File: config.mk
export PLATFORM = sky130hd
export DESIGN_NAME = hdlc_line_monitor
export DESIGN_NICKNAME = d
export VERILOG_FILES = /design/src/rtl/hdlc_lcd_pkg.sv /design/src/rtl/hdlc_run_counter.sv /design/src/rtl/hdlc_frame_tracker.sv /design/src/rtl/hdlc_idle_tracker.sv /design/src/rtl/hdlc_line_monitor.sv
export SDC_FILE = /design/constraint.sdc
export NUM_CORES = 1
export LEC_CHECK = 0
export BUFFER_PORTS_ARGS = -buffer_cell sky130_fd_sc_hd__buf_4
export CORE_ASPECT_RATIO = 1.75
export CORE_MARGIN = 5
export CORE_UTILIZATION = 40
export DETAILED_ROUTE_END_ITERATION = 7
export GPL_ROUTABILITY_DRIVEN = 1
export GPL_TIMING_DRIVEN = 0
export MAX_ROUTING_LAYER = met4
export PLACE_DENSITY = 0.55
export SLEW_MARGIN = 20
export SYNTH_ARGS = -nofsm -noshare
export SYNTH_HDL_FRONTEND = slang
export SYNTH_SLANG_ARGS = --single-unit
export TNS_END_PERCENT = 100
File: constraint.sdc
create_clock -name clk -period 3.2 [get_ports clk]
set_input_delay 0 -clock clk [delete_from_list [all_inputs] [get_ports clk]]
set_output_delay 0 -clock clk [all_outputs]
set_load 0.05 [all_outputs]
File: src/rtl/hdlc_lcd_pkg.sv
`timescale 1ns/1ps
package hdlc_lcd_pkg;

    // A flag is a 0, this many ones, then a closing 0.
    localparam int FLAG_ONES  = 6;
    // Bits of a flag that precede its closing zero.
    localparam int FLAG_HEAD  = FLAG_ONES + 1;
    // A 0 after this many ones is a stuffed bit.
    localparam int STUFF_RUN  = FLAG_ONES - 1;
    localparam int OCTET_BITS = 8;
    localparam int OCT_W      = $clog2(OCTET_BITS);
    localparam int HIST_W     = FLAG_HEAD;

    // Arrival-ordered head of a flag; bit HIST_W-1 is the oldest.
    localparam logic [HIST_W-1:0] FLAG_HEAD_PAT = {1'b0, {FLAG_ONES{1'b1}}};

    // The payload count includes the flag head, so it is aligned when its
    // residue equals the residue of the head length.
    localparam logic [OCT_W-1:0] ALIGN_LOW = OCT_W'(FLAG_HEAD % OCTET_BITS);

    typedef enum logic [1:0] {
        ST_HUNT  = 2'd0,
        ST_OPEN  = 2'd1,
        ST_FRAME = 2'd2
    } frm_state_e;

    // Classification of the bit presented this clock.
    typedef struct packed {
        logic zero;
        logic flag_end;
        logic stuffed;
        logic abort_hit;
        logic idle_hit;
    } bit_class_t;

    // Payload counter: residue modulo an octet plus a sticky wrap marker.
    typedef struct packed {
        logic             wrapped;
        logic [OCT_W-1:0] low;
    } oct_cnt_t;

    function automatic oct_cnt_t oct_step(input oct_cnt_t c);
        oct_cnt_t r;
        r.low     = c.low + 1'b1;
        r.wrapped = c.wrapped | (c.low == OCT_W'(OCTET_BITS - 1));
        return r;
    endfunction

endpackage

File: src/rtl/hdlc_run_counter.sv
`timescale 1ns/1ps
module hdlc_run_counter
    import hdlc_lcd_pkg::*;
#(
    parameter int ABORT_RUN = 7,
    parameter int IDLE_RUN  = 15
) (
    input  logic       clk,
    input  logic       rst,
    input  logic       bit_vld,
    input  logic       bit_in,
    output bit_class_t cls
);

    localparam int RUN_W = $clog2(IDLE_RUN + 1);
    localparam logic [RUN_W-1:0] RUN_MAX    = RUN_W'(IDLE_RUN);
    localparam logic [RUN_W-1:0] ABORT_PRE  = RUN_W'(ABORT_RUN - 1);
    localparam logic [RUN_W-1:0] IDLE_PRE   = RUN_W'(IDLE_RUN - 1);
    localparam logic [RUN_W-1:0] STUFF_PRE  = RUN_W'(STUFF_RUN);

    logic [RUN_W-1:0]  run_q;
    logic [HIST_W-1:0] hist_q;

    always_ff @(posedge clk) begin
        if (rst) begin
            run_q  <= '0;
            hist_q <= '1;
        end else if (bit_vld) begin
            if (!bit_in)
                run_q <= '0;
            else if (run_q != RUN_MAX)
                run_q <= run_q + 1'b1;
            hist_q <= {hist_q[HIST_W-2:0], bit_in};
        end
    end

    always_comb begin
        cls.zero      = !bit_in;
        cls.flag_end  = !bit_in && (hist_q == FLAG_HEAD_PAT);
        cls.stuffed   = !bit_in && (run_q == STUFF_PRE);
        cls.abort_hit = bit_in && (run_q == ABORT_PRE);
        cls.idle_hit  = bit_in && (run_q == IDLE_PRE);
    end

    assert_run_hold_R10: assert property (@(posedge clk) disable iff (rst)
        !bit_vld |=> $stable(run_q) && $stable(hist_q));

    assert_run_cleared_R9: assert property (@(posedge clk) disable iff (rst)
        (bit_vld && !bit_in) |=> (run_q == '0));

endmodule

File: src/rtl/hdlc_frame_tracker.sv
`timescale 1ns/1ps
module hdlc_frame_tracker
    import hdlc_lcd_pkg::*;
(
    input  logic       clk,
    input  logic       rst,
    input  logic       bit_vld,
    input  bit_class_t cls,
    output logic       flag_evt,
    output logic       abort_evt,
    output logic       nonoctet_evt,
    output logic       in_frame
);

    frm_state_e st_q, st_d;
    oct_cnt_t   cnt_q, cnt_d;
    logic       flag_q, flag_d;
    logic       abort_q, abort_d;
    logic       nonoct_q, nonoct_d;

    always_comb begin
        st_d     = st_q;
        cnt_d    = cnt_q;
        flag_d   = 1'b0;
        abort_d  = 1'b0;
        nonoct_d = 1'b0;
        if (bit_vld) begin
            if (cls.flag_end) begin
                flag_d = 1'b1;
                if (st_q == ST_FRAME)
                    nonoct_d = cnt_q.wrapped && (cnt_q.low != ALIGN_LOW);
                st_d  = ST_OPEN;
                cnt_d = '0;
            end else begin
                unique case (st_q)
                    ST_OPEN: begin
                        st_d  = ST_FRAME;
                        cnt_d = '{wrapped: 1'b0, low: OCT_W'(1)};
                    end
                    ST_FRAME: begin
                        if (cls.abort_hit) begin
                            abort_d = 1'b1;
                            st_d    = ST_HUNT;
                            cnt_d   = '0;
                        end else if (!cls.stuffed) begin
                            cnt_d = oct_step(cnt_q);
                        end
                    end
                    default: begin
                        st_d = ST_HUNT;
                    end
                endcase
            end
        end
    end

    always_ff @(posedge clk) begin
        if (rst) begin
            st_q     <= ST_HUNT;
            cnt_q    <= '0;
            flag_q   <= 1'b0;
            abort_q  <= 1'b0;
            nonoct_q <= 1'b0;
        end else begin
            st_q     <= st_d;
            cnt_q    <= cnt_d;
            flag_q   <= flag_d;
            abort_q  <= abort_d;
            nonoct_q <= nonoct_d;
        end
    end

    assign flag_evt     = flag_q;
    assign abort_evt    = abort_q;
    assign nonoctet_evt = nonoct_q;
    assign in_frame     = (st_q == ST_FRAME);

    assert_abort_in_frame_R4: assert property (@(posedge clk) disable iff (rst)
        (bit_vld && cls.abort_hit && st_q != ST_FRAME) |=> !abort_q);

    assert_abort_exits_R3: assert property (@(posedge clk) disable iff (rst)
        abort_q |-> (st_q == ST_HUNT));

    assert_flag_single_R2: assert property (@(posedge clk) disable iff (rst)
        flag_q |=> !flag_q);

    assert_nonoct_with_flag_R8: assert property (@(posedge clk) disable iff (rst)
        nonoct_q |-> flag_q);

    assert_flag_not_abort_R2: assert property (@(posedge clk) disable iff (rst)
        !(flag_q && abort_q));

    assert_frame_hold_R10: assert property (@(posedge clk) disable iff (rst)
        !bit_vld |=> $stable(st_q) && $stable(cnt_q) && !flag_q && !abort_q);

endmodule

File: src/rtl/hdlc_idle_tracker.sv
`timescale 1ns/1ps
module hdlc_idle_tracker
    import hdlc_lcd_pkg::*;
(
    input  logic       clk,
    input  logic       rst,
    input  logic       bit_vld,
    input  bit_class_t cls,
    output logic       idle_lvl,
    output logic       idle_evt
);

    logic lvl_q;
    logic evt_q;

    always_ff @(posedge clk) begin
        if (rst) begin
            lvl_q <= 1'b0;
            evt_q <= 1'b0;
        end else begin
            evt_q <= 1'b0;
            if (bit_vld) begin
                if (cls.idle_hit) begin
                    lvl_q <= 1'b1;
                    evt_q <= 1'b1;
                end else if (cls.zero) begin
                    lvl_q <= 1'b0;
                end
            end
        end
    end

    assign idle_lvl = lvl_q;
    assign idle_evt = evt_q;

    assert_idle_evt_rise_R6: assert property (@(posedge clk) disable iff (rst)
        evt_q |-> (lvl_q && !$past(lvl_q)));

    assert_idle_hold_R5: assert property (@(posedge clk) disable iff (rst)
        (lvl_q && !(bit_vld && cls.zero)) |=> lvl_q);

    assert_idle_drop_R5: assert property (@(posedge clk) disable iff (rst)
        (bit_vld && cls.zero) |=> !lvl_q);

endmodule

File: src/rtl/hdlc_line_monitor.sv
`timescale 1ns/1ps
module hdlc_line_monitor
    import hdlc_lcd_pkg::*;
#(
    parameter int ABORT_RUN = 7,
    parameter int IDLE_RUN  = 15
) (
    input  logic clk,
    input  logic rst,
    input  logic bit_vld,
    input  logic bit_in,
    output logic flag_evt,
    output logic abort_evt,
    output logic idle_evt,
    output logic idle_lvl,
    output logic nonoctet_evt,
    output logic in_frame
);

    bit_class_t cls;

    hdlc_run_counter #(
        .ABORT_RUN (ABORT_RUN),
        .IDLE_RUN  (IDLE_RUN)
    ) run_i (
        .clk     (clk),
        .rst     (rst),
        .bit_vld (bit_vld),
        .bit_in  (bit_in),
        .cls     (cls)
    );

    hdlc_frame_tracker frame_i (
        .clk          (clk),
        .rst          (rst),
        .bit_vld      (bit_vld),
        .cls          (cls),
        .flag_evt     (flag_evt),
        .abort_evt    (abort_evt),
        .nonoctet_evt (nonoctet_evt),
        .in_frame     (in_frame)
    );

    hdlc_idle_tracker idle_i (
        .clk      (clk),
        .rst      (rst),
        .bit_vld  (bit_vld),
        .cls      (cls),
        .idle_lvl (idle_lvl),
        .idle_evt (idle_evt)
    );

    assert_reset_quiet_R1: assert property (@(posedge clk)
        rst |=> !flag_evt && !abort_evt && !idle_evt && !idle_lvl && !nonoctet_evt && !in_frame);

endmodule

==> results.yml, run 1 <==
setup_path:
  cp_cell_sequence: "inv_1 > ha_1 > and4b_1 > o21ai_0 > a21oi_1 > a211oi_1"
  criticalPathCategory: "reg2reg"
  critPathBufInv: 1
  cp.arrival_ns: 1.75
  slowest_delay_ns: 0.42
  cp_slowest_cell: "dfxtp_1"
  required_ns: 3.37
  critPathTopFamily: "compound AO/OA/AOI/OAI gates"
  start_kind: "flop"
  endpoint_kind: "flop"
  cp_max_fo: 6
synthesis:
  yosysTopAreaCell: "dfxtp_1"
  synth_most_common_cell: "dfxtp_1"
  yosysTopAreaCellShare_pct: 41.8
  synth_edf_count: 0
  async_flop_share_pct: 0
  synth_area_leaders: "dfxtp_1, ha_1, a211o_1, nor2_1, nand3_1"
  syn_area_per_cell_um2: 9.42
  synth_commonest_cells: "dfxtp_1, nor2_1, inv_1, ha_1, nand3_1"
  syn-num-nets: 123
  synth_ff_type: "dfxtp_1"
  syn_inst: 112
  yosysWarningCount: 0
  netlist_area_um2: 1050
  yosysUniqueCellTypes: 34
  synth_seq_cells: 22
  synth-seq-area-share_pct: 41.8
die:
  initial_core_util_pct: 41.8
  pin_count: 10
  core.rowCount: 24
  core-area_um2: 2520
  die_h_um: 77.9
  fp.dieW_um: 48.8
  die-area_um2: 3800
clocking:
  clock_sinks: 22
  cts_hold_buf: 0
  clockRootBuffer: "clkbuf_8"
  cts_buffers: 3
  h-tree-depth: 1
  postCtsSetupBuffers: 0
  ctsResizeCount: 0
  cts_tree: "built"
  clk_pin_slew_ns: 0.08
  clk_path_buf_depth: 2
  clk-insertion-delay-late_ns: 0.26
drt:
  drc: 0
  vias: 833
  drt_iter0_markers: 10
  routed_wl_um: 2140
  ant_nets: 0
  drt-vias-per-instance: 5.59
  first_pass_iters: 4
  routedWlPerCell_um: 14.4
grt:
  grt_pass1_wl_um: 3710
  antenna_found_initial: 0
  grt-ovfl-total: 0
  groute.usage.overall_pct: 12.3
  grt_pass1_vias: 826
  grt_max_degree: 12
sta:
  max_freq_mhz: 633
  final_hold_viol_count: 0
  drv_slew: 0
  worst_pin_slew_ns: 0.524
  setup_viol: 0
  setup-tns-final_ns: 0
  rsz0062_at_grt: "no"
  period_share_pct: 49.3
  layout_setup_ws_ns: 1.62
  period_needed_ns: 1.58
  fin_skew_ns: 0.00338
  slew-limit-headroom_pct: 65.0
placement:
  dp_hpwl_um: 1650
  dpl_worst_slack_ns: 1.63
  port_buffers: 8
  routabilityCongestion: 0.806
flow_run:
  drv_cap: 0
outcome:
  status: "finished clean"
layout:
  drive_gt1_share_pct: 15.4
  area_growth_pct: 12.7
  diodes: 0
  fin_nets: 136
  nFillCells: 262
hold_path:
  hold_class: "in2reg"
power:
  p_leak_nw: 0.474
  powerDensity_nw_per_um2: 417
  peakVddDrop_uv: 253
-- routing by layer --
metal  track usage, %  vias up  wire length [µm]
li1                 -      423                 -
met1             13.4      391               899
met2             21.7       14              1140
met3             1.92        5                67
met4             5.12        0                36
met5                -        -                 0
-- power breakdown --
group	internal (mW)	leakage, nW	total, mW	switching, mW
clock network	0.0839	0.0216	0.168	0.0845
logic	0.0164	0.273	0.0405	0.0241
registers	0.281	0.179	0.286	0.00538
total	0.381	0.474	0.495	0.114
-- flip-flops by register name, indices dropped and copies added, names as in the netlist --
register              count
frame_i.abort_evt         1
run_i.run_q               4
frame_i.nonoctet_evt      1
frame_i.st_q              2
frame_i.flag_evt          1
idle_i.idle_lvl           1
frame_i.cnt_q             4
idle_i.idle_evt           1
run_i.hist_q              7
-- cells by family after synthesis --
| logic type | count (synthesis) | synth area share, % |
|---|---|---|
| adders and majority gates | 7 | 8.30 |
| xor gates and xnor gates | 2 | 1.66 |
| muxes | 2 | 1.90 |
| DFF | 22 | 41.8 |
| buffers and inverters | 13 | 4.86 |
| and+or+nand+nor | 39 | 20.9 |
| AOI/OAI and AO/OA | 27 | 20.6 |
-- final cells by class --
type	instances	area [µm²]	share of cell area, %
Buffer	4	17.5	1.47
Clock buffer	3	41.3	3.47
Tap cell	26	32.5	2.74
Multi-Input combinational cell	77	563	47.4
Sequential cell	22	440	37.1
Timing Repair Buffer	8	60.1	5.05
Inverter	9	33.8	2.84
-- cell usage in the layout, fill, tap and decap left out, types with 2 or more instances in the layout --
cell type and instances:
clkbuf_1 2, nand3_1 7, nand4_1 2, a21oi_1 4, nor2b_1 5, clkbuf_8 3
and4b_1 3, a211o_1 6, a211oi_1 3, o21ai_1 2, nand2_1 3, ha_1 7
o21ai_0 4, mux2i_1 2, xor2_1 2, nor2_1 10, inv_1 9, buf_4 8
and2_1 2, nand2b_1 2, dfxtp_1 22
-- path summary, 6_finish.rpt --
check | cells past startpoint | startpoint | slack, ns | end
max | 6 | run_i.run_q[0] | 1.62 | frame_i.cnt_q[2]
min | 2 | bit_in | 0.04 | run_i.hist_q[0]
max reg2reg | 6 | run_i.run_q[0] | 1.62 | frame_i.cnt_q[2]
min reg2reg | 2 | frame_i.cnt_q[3] | 0.46 | frame_i.nonoctet_evt
-- through the flow --
| step | power, mW | utilization [%] | hold WS, ns | std cells | area [µm²] |
|---|---|---|---|---|---|
| after global routing | 0.519 | 47.1 | 0.0390 | 149 | 1190 |
| after floorplan | 0.320 | - | 0.127 | 112 | 1050 |
| final | 0.495 | 47.1 | 0.0366 | 149 | 1190 |
| after detailed placement | 0.333 | 45.5 | 0.308 | 146 | 1150 |
| after global placement | 0.332 | 45.5 | 0.305 | 146 | 1150 |
| after CTS | 0.500 | 47.1 | 0.0375 | 149 | 1190 |
Note: power is estimated with default switching activity, not from simulation.
==> inputs of run 2 (changes only) <==
==> constraint.sdc (replaced) <==
create_clock -name clk -period 1.5 [get_ports clk]
set_input_delay 0 -clock clk [delete_from_list [all_inputs] [get_ports clk]]
set_output_delay 0 -clock clk [all_outputs]
set_load 0.05 [all_outputs]
==> results.yml, run 2 (synthesized netlist as in run 1, its figures left out) <==
power:
  p_sw_uw: 252
  p_leak_nw: 0.486
  peakVddDrop_uv: 497
  p_int_uw: 815
  p_comb_share_pct: 8.4
  powerDensity_nw_per_um2: 865
  seqPwrFrac_pct: 57.2
  clkPwrFrac_pct: 34.4
  p_sw_share_pct: 23.6
layout:
  stdcell_area_um2: 1230
  drive_gt1_share_pct: 23.6
  fin_nets: 136
  final_cell_mix: "dfxtp_1, nor2_1, inv_1, buf_4, nand3_1"
  nFillCells: 261
  diodes: 0
  max_flop_register: "run_i.hist_q"
  area_growth_pct: 17.0
  reg.largest.list: "run_i.hist_q x7, frame_i.cnt_q x4, run_i.run_q x4"
  largest_reg_flops: 7
  final_common_cell: "dfxtp_1"
placement:
  dp_hpwl_um: 1720
  dpl_cell_area_um2: 1160
  routabilityCongestion: 0.779
  port_buffers: 8
drt:
  first_pass_iters: 4
  drt_iter0_markers: 9
  drc: 0
  routedWlPerCell_um: 15.2
  drt-vias-per-instance: 5.69
  routed_wl_um: 2260
  ant_nets: 0
  vias: 848
grt:
  grt_max_degree: 12
  groute.usage.overall_pct: 13.2
  grt_pass1_wl_um: 3920
  antenna_found_initial: 0
  grt_pass1_vias: 892
  grt-ovfl-total: 0
die:
  pin_count: 10
  core.rowCount: 24
  fp.dieW_um: 48.8
  core-area_um2: 2520
  initial_core_util_pct: 41.8
  die-area_um2: 3800
  die_h_um: 77.9
setup_path:
  start_kind: "flop"
  required_ns: 1.69
  cp.arrival_ns: 1.60
  endpoint_kind: "flop"
  criticalPathCategory: "reg2reg"
  cp_max_fo: 6
clocking:
  cts_buffers: 3
  clk_path_buf_depth: 2
  cts_tree: "built"
  h-tree-depth: 1
  clock_sinks: 22
  postCtsSetupBuffers: 0
  clockRootBuffer: "clkbuf_8"
  cts_hold_buf: 0
  clk-insertion-delay-late_ns: 0.26
  clk_pin_slew_ns: 0.08
hold_path:
  hold_class: "in2reg"
sta:
  period_share_pct: 94.1
  max_freq_mhz: 709
  setup-tns-final_ns: 0
  setup_viol: 0
  worst_pin_slew_ns: 0.495
  drv_slew: 0
  fin_skew_ns: 0.00127
  hold_slack_ns: 0.0457
  final_hold_viol_count: 0
  slew-limit-headroom_pct: 67.0
  period_needed_ns: 1.41
flow_run:
  drv_cap: 0
outcome:
  status: "finished clean"
## run 2: timing repair
item | in CTS | in global routing
gates resized for setup | 6 | 6
pin swaps | 0 | 3
endpoints found under the setup margin | 4 | 5
## run 2: final cells by class
cell class	instances	area [µm²]	area share (%)
multi-input cells	77	603	48.9
clock buffers	3	41.3	3.35
inverters	9	33.8	2.74
plain buffers	4	17.5	1.42
well taps	26	32.5	2.64
flip-flops and latches	22	445	36.1
repair buffers	8	60.1	4.87
## run 2: worst paths after layout
path,slack [ns],cells after the start,from,endpoint
worst min register to register,0.46,2,frame_i.cnt_q[3],frame_i.nonoctet_evt
worst max-delay path,0.09,6,run_i.run_q[0],frame_i.st_q[1]
worst max register to register,0.09,6,run_i.run_q[0],frame_i.st_q[1]
worst min-delay path,0.05,2,bit_in,run_i.hist_q[0]
## run 2: power by group through the flow
| stage | Combinational, mW | Sequential, mW | Clock [mW] |
|---|---|---|---|
| global route | 0.101 | 0.612 | 0.404 |
| CTS | 0.0892 | 0.610 | 0.376 |
| detailed placement | 0.0870 | 0.625 | 0 |
| floorplan | 0.0604 | 0.622 | 0 |
| finish | 0.0896 | 0.610 | 0.367 |
| global placement | 0.0859 | 0.624 | 0 |
## run 2: per-stage QoR
step / worst slack, ns / std cells / utilization (%) / power (mW)
finish: 0.0891 / 149 / 48.9 / 1.07
global route: -0.0276 / 149 / 48.9 / 1.12
CTS: 0.0246 / 149 / 48.2 / 1.08
detailed placement: -0.0719 / 146 / 46.0 / 0.712
global placement: -0.0434 / 146 / 46.0 / 0.710
floorplan: 0.0690 / 112 / - / 0.682
## run 2: worst max-delay path, stage by stage, from the launching register on
cell and delay (ns):
dfxtp_4 0.38, inv_1 0.05, ha_2 0.19, and4b_2 0.27, a211oi_2 0.22, o21ai_1 0.08
a21oi_1 0.15
## run 2: metal layers
metal / vias to the layer above / global-route usage, % / share of wire (%)
li1: 427 / - / -
met1: 403 / 13.5 / 41
met2: 13 / 24.1 / 55
met3: 5 / 2.11 / 2.4
met4: 0 / 5.66 / 1.9
met5: - / - / 0
==> inputs of run 3 (changes only) <==
--- a/config.mk
+++ b/config.mk
@@ -5,15 +5,17 @@
 export SDC_FILE = /design/constraint.sdc
 export NUM_CORES = 1
 export LEC_CHECK = 0
+export ABC_AREA = 1
 export BUFFER_PORTS_ARGS = -buffer_cell sky130_fd_sc_hd__buf_4
 export CORE_ASPECT_RATIO = 1.75
 export CORE_MARGIN = 5
-export CORE_UTILIZATION = 40
+export CORE_UTILIZATION = 33
+export CTS_CLUSTER_SIZE = 8
 export DETAILED_ROUTE_END_ITERATION = 7
 export GPL_ROUTABILITY_DRIVEN = 1
 export GPL_TIMING_DRIVEN = 0
 export MAX_ROUTING_LAYER = met4
-export PLACE_DENSITY = 0.55
+export PLACE_DENSITY = 0.46
 export SLEW_MARGIN = 20
 export SYNTH_ARGS = -nofsm -noshare
 export SYNTH_HDL_FRONTEND = slang
==> results.yml, run 3 <==
setup_path:
  cp_max_fo: 8
  r2r_setup_slack_ns: 0.04
  required_ns: 1.67
  cp.arrival_ns: 1.63
  endpoint_kind: "flop"
  start_kind: "flop"
  criticalPathCategory: "reg2reg"
power:
  p_comb_share_pct: 9.5
  peakVddDrop_uv: 562
  p_sw_uw: 300
  p_int_mw: 1.01
  seqPwrFrac_pct: 47.4
  p_sw_share_pct: 22.9
  p_leak_nw: 0.594
  total_power_mw: 1.31
  powerDensity_nw_per_um2: 968
  clkPwrFrac_pct: 43.1
placement:
  dpl_worst_slack_ns: -0.0355
  port_buffers: 9
  placed_cells: 197
  dp_hpwl_um: 1750
  dpl_cell_area_um2: 1210
  routabilityCongestion: 0.745
clocking:
  cts_tree: "built"
  clk-insertion-delay-late_ns: 0.27
  clk_pin_slew_ns: 0.08
  cts_buffers: 3
  clock_sinks: 22
  clk_path_buf_depth: 2
  clockRootBuffer: "clkbuf_8"
  h-tree-depth: 1
layout:
  fin_cells: 204
  final_common_cell: "nand2_1"
  final_cell_mix: "nand2_1, dfxtp_1, inv_1, nor2_1"
  reg.largest.list: "run_i.hist_q x7, frame_i.cnt_q x4, run_i.run_q x4"
  max_flop_register: "run_i.hist_q"
  fin_nets: 173
  area_growth_pct: 24.6
  final_util_pct: 42.5
  diodes: 0
  drive_gt1_share_pct: 23.6
  largest_reg_flops: 7
  stdcell_area_um2: 1350
sta:
  period_needed_ns: 1.46
  final_hold_viol_count: 0
  max_freq_mhz: 687
  hold_slack_ns: 0.0212
  fin_skew_ns: 0.00218
  setup-tns-final_ns: 0
  slew-limit-headroom_pct: 71.0
  drv_slew: 0
  layout_setup_ws_ns: 0.0449
  worst_pin_slew_ns: 0.435
  setup_viol: 0
  period_share_pct: 97.0
grt:
  groute.usage.overall_pct: 11.6
  grt_max_degree: 14
  antenna_found_initial: 0
  grt_pass1_wl_um: 3840
  grt-ovfl-total: 0
  grt_pass1_vias: 923
die:
  pin_count: 10
  die-area_um2: 4570
  die_h_um: 85.8
  fp.dieW_um: 53.3
  core-area_um2: 3180
  initial_core_util_pct: 34.1
  core.rowCount: 27
drt:
  routedWlPerCell_um: 11.4
  vias: 944
  ant_nets: 0
  drc: 0
  routed_wl_um: 2330
  drt-vias-per-instance: 4.63
  first_pass_iters: 4
  drt_iter0_markers: 10
synthesis:
  async_flop_share_pct: 0
  synth_seq_cells: 22
  synth-seq-area-share_pct: 40.6
  syn_area_per_cell_um2: 7.47
  synth_ff_type: "dfxtp_1"
  synth_area_leaders: "dfxtp_1, nand2_1, ha_1, nand3_1, inv_1"
  yosysWarningCount: 0
  netlist_area_um2: 1080
  yosysTopAreaCell: "dfxtp_1"
  syn-num-nets: 156
  yosysTopAreaCellShare_pct: 40.6
  synth_most_common_cell: "nand2_1"
  synth_edf_count: 0
  yosysUniqueCellTypes: 23
  syn_inst: 145
  synth_commonest_cells: "nand2_1, dfxtp_1, inv_1, nand3_1, nor2_1"
hold_path:
  hold_class: "in2reg"
flow_run:
  drv_cap: 0
outcome:
  status: "finished clean"
## run 3: power by group through the flow
stage	registers, mW	logic, mW	clock network [mW]
finish	0.620	0.125	0.563
global route	0.623	0.141	0.595
CTS	0.619	0.120	0.583
detailed placement	0.633	0.117	0
global placement	0.632	0.116	0
floorplan	0.630	0.0853	0
## run 3: area by class of cell
type                    count  area [µm²]
plain buffers               2        11.3
flip-flops and latches     22         442
fillers                   367        1830
multi-input cells         104         616
repair buffers             12        92.6
clock inverters             1        30.0
well taps                  43        53.8
clock buffers               3        41.3
inverters                  17        63.8
## run 3: logic make-up (layout without fill, tap and decap cells)
| logic type | count (synthesis) | in the layout | synth area share (%) |
|---|---|---|---|
| buf+inv | 19 | 35 | 6.93 |
| flops | 22 | 22 | 40.6 |
| simple gates | 79 | 79 | 33.9 |
| fa+ha+maj | 7 | 7 | 8.08 |
| xor+xnor | 1 | 1 | 0.808 |
| compound gates | 17 | 17 | 9.59 |
## run 3: final timing paths
check / to / from / cells past startpoint
max: frame_i.cnt_q[2] / run_i.run_q[0] / 8
min: idle_i.idle_evt / bit_in / 3
max reg2reg: frame_i.cnt_q[2] / run_i.run_q[0] / 8
min reg2reg: idle_i.idle_lvl / idle_i.idle_lvl / 2
## run 3: timing repair
action                     CTS  global route
hold buffers                 1             0
resized for setup            1            11
pin swaps                    0             3
hold endpoints to repair     3             0
setup endpoints to repair    4             6
buffers inserted             0             2
## run 3: metal layers
metal	wire, µm	track usage, %	vias up
li1	-	-	497
met1	971	12.4	423
met2	1210	18.9	17
met3	71	1.74	7
met4	80	7.91	0
met5	0	-	-
## run 3: worst max-delay path, cell delays in order (launching register included)
cell and delay, ns:
dfxtp_2 0.35, inv_1 0.08, ha_2 0.21, nand2_2 0.08, nor2_2 0.05, nor2_4 0.18, nand3_4 0.18, a21oi_2 0.18
nor2_1 0.05
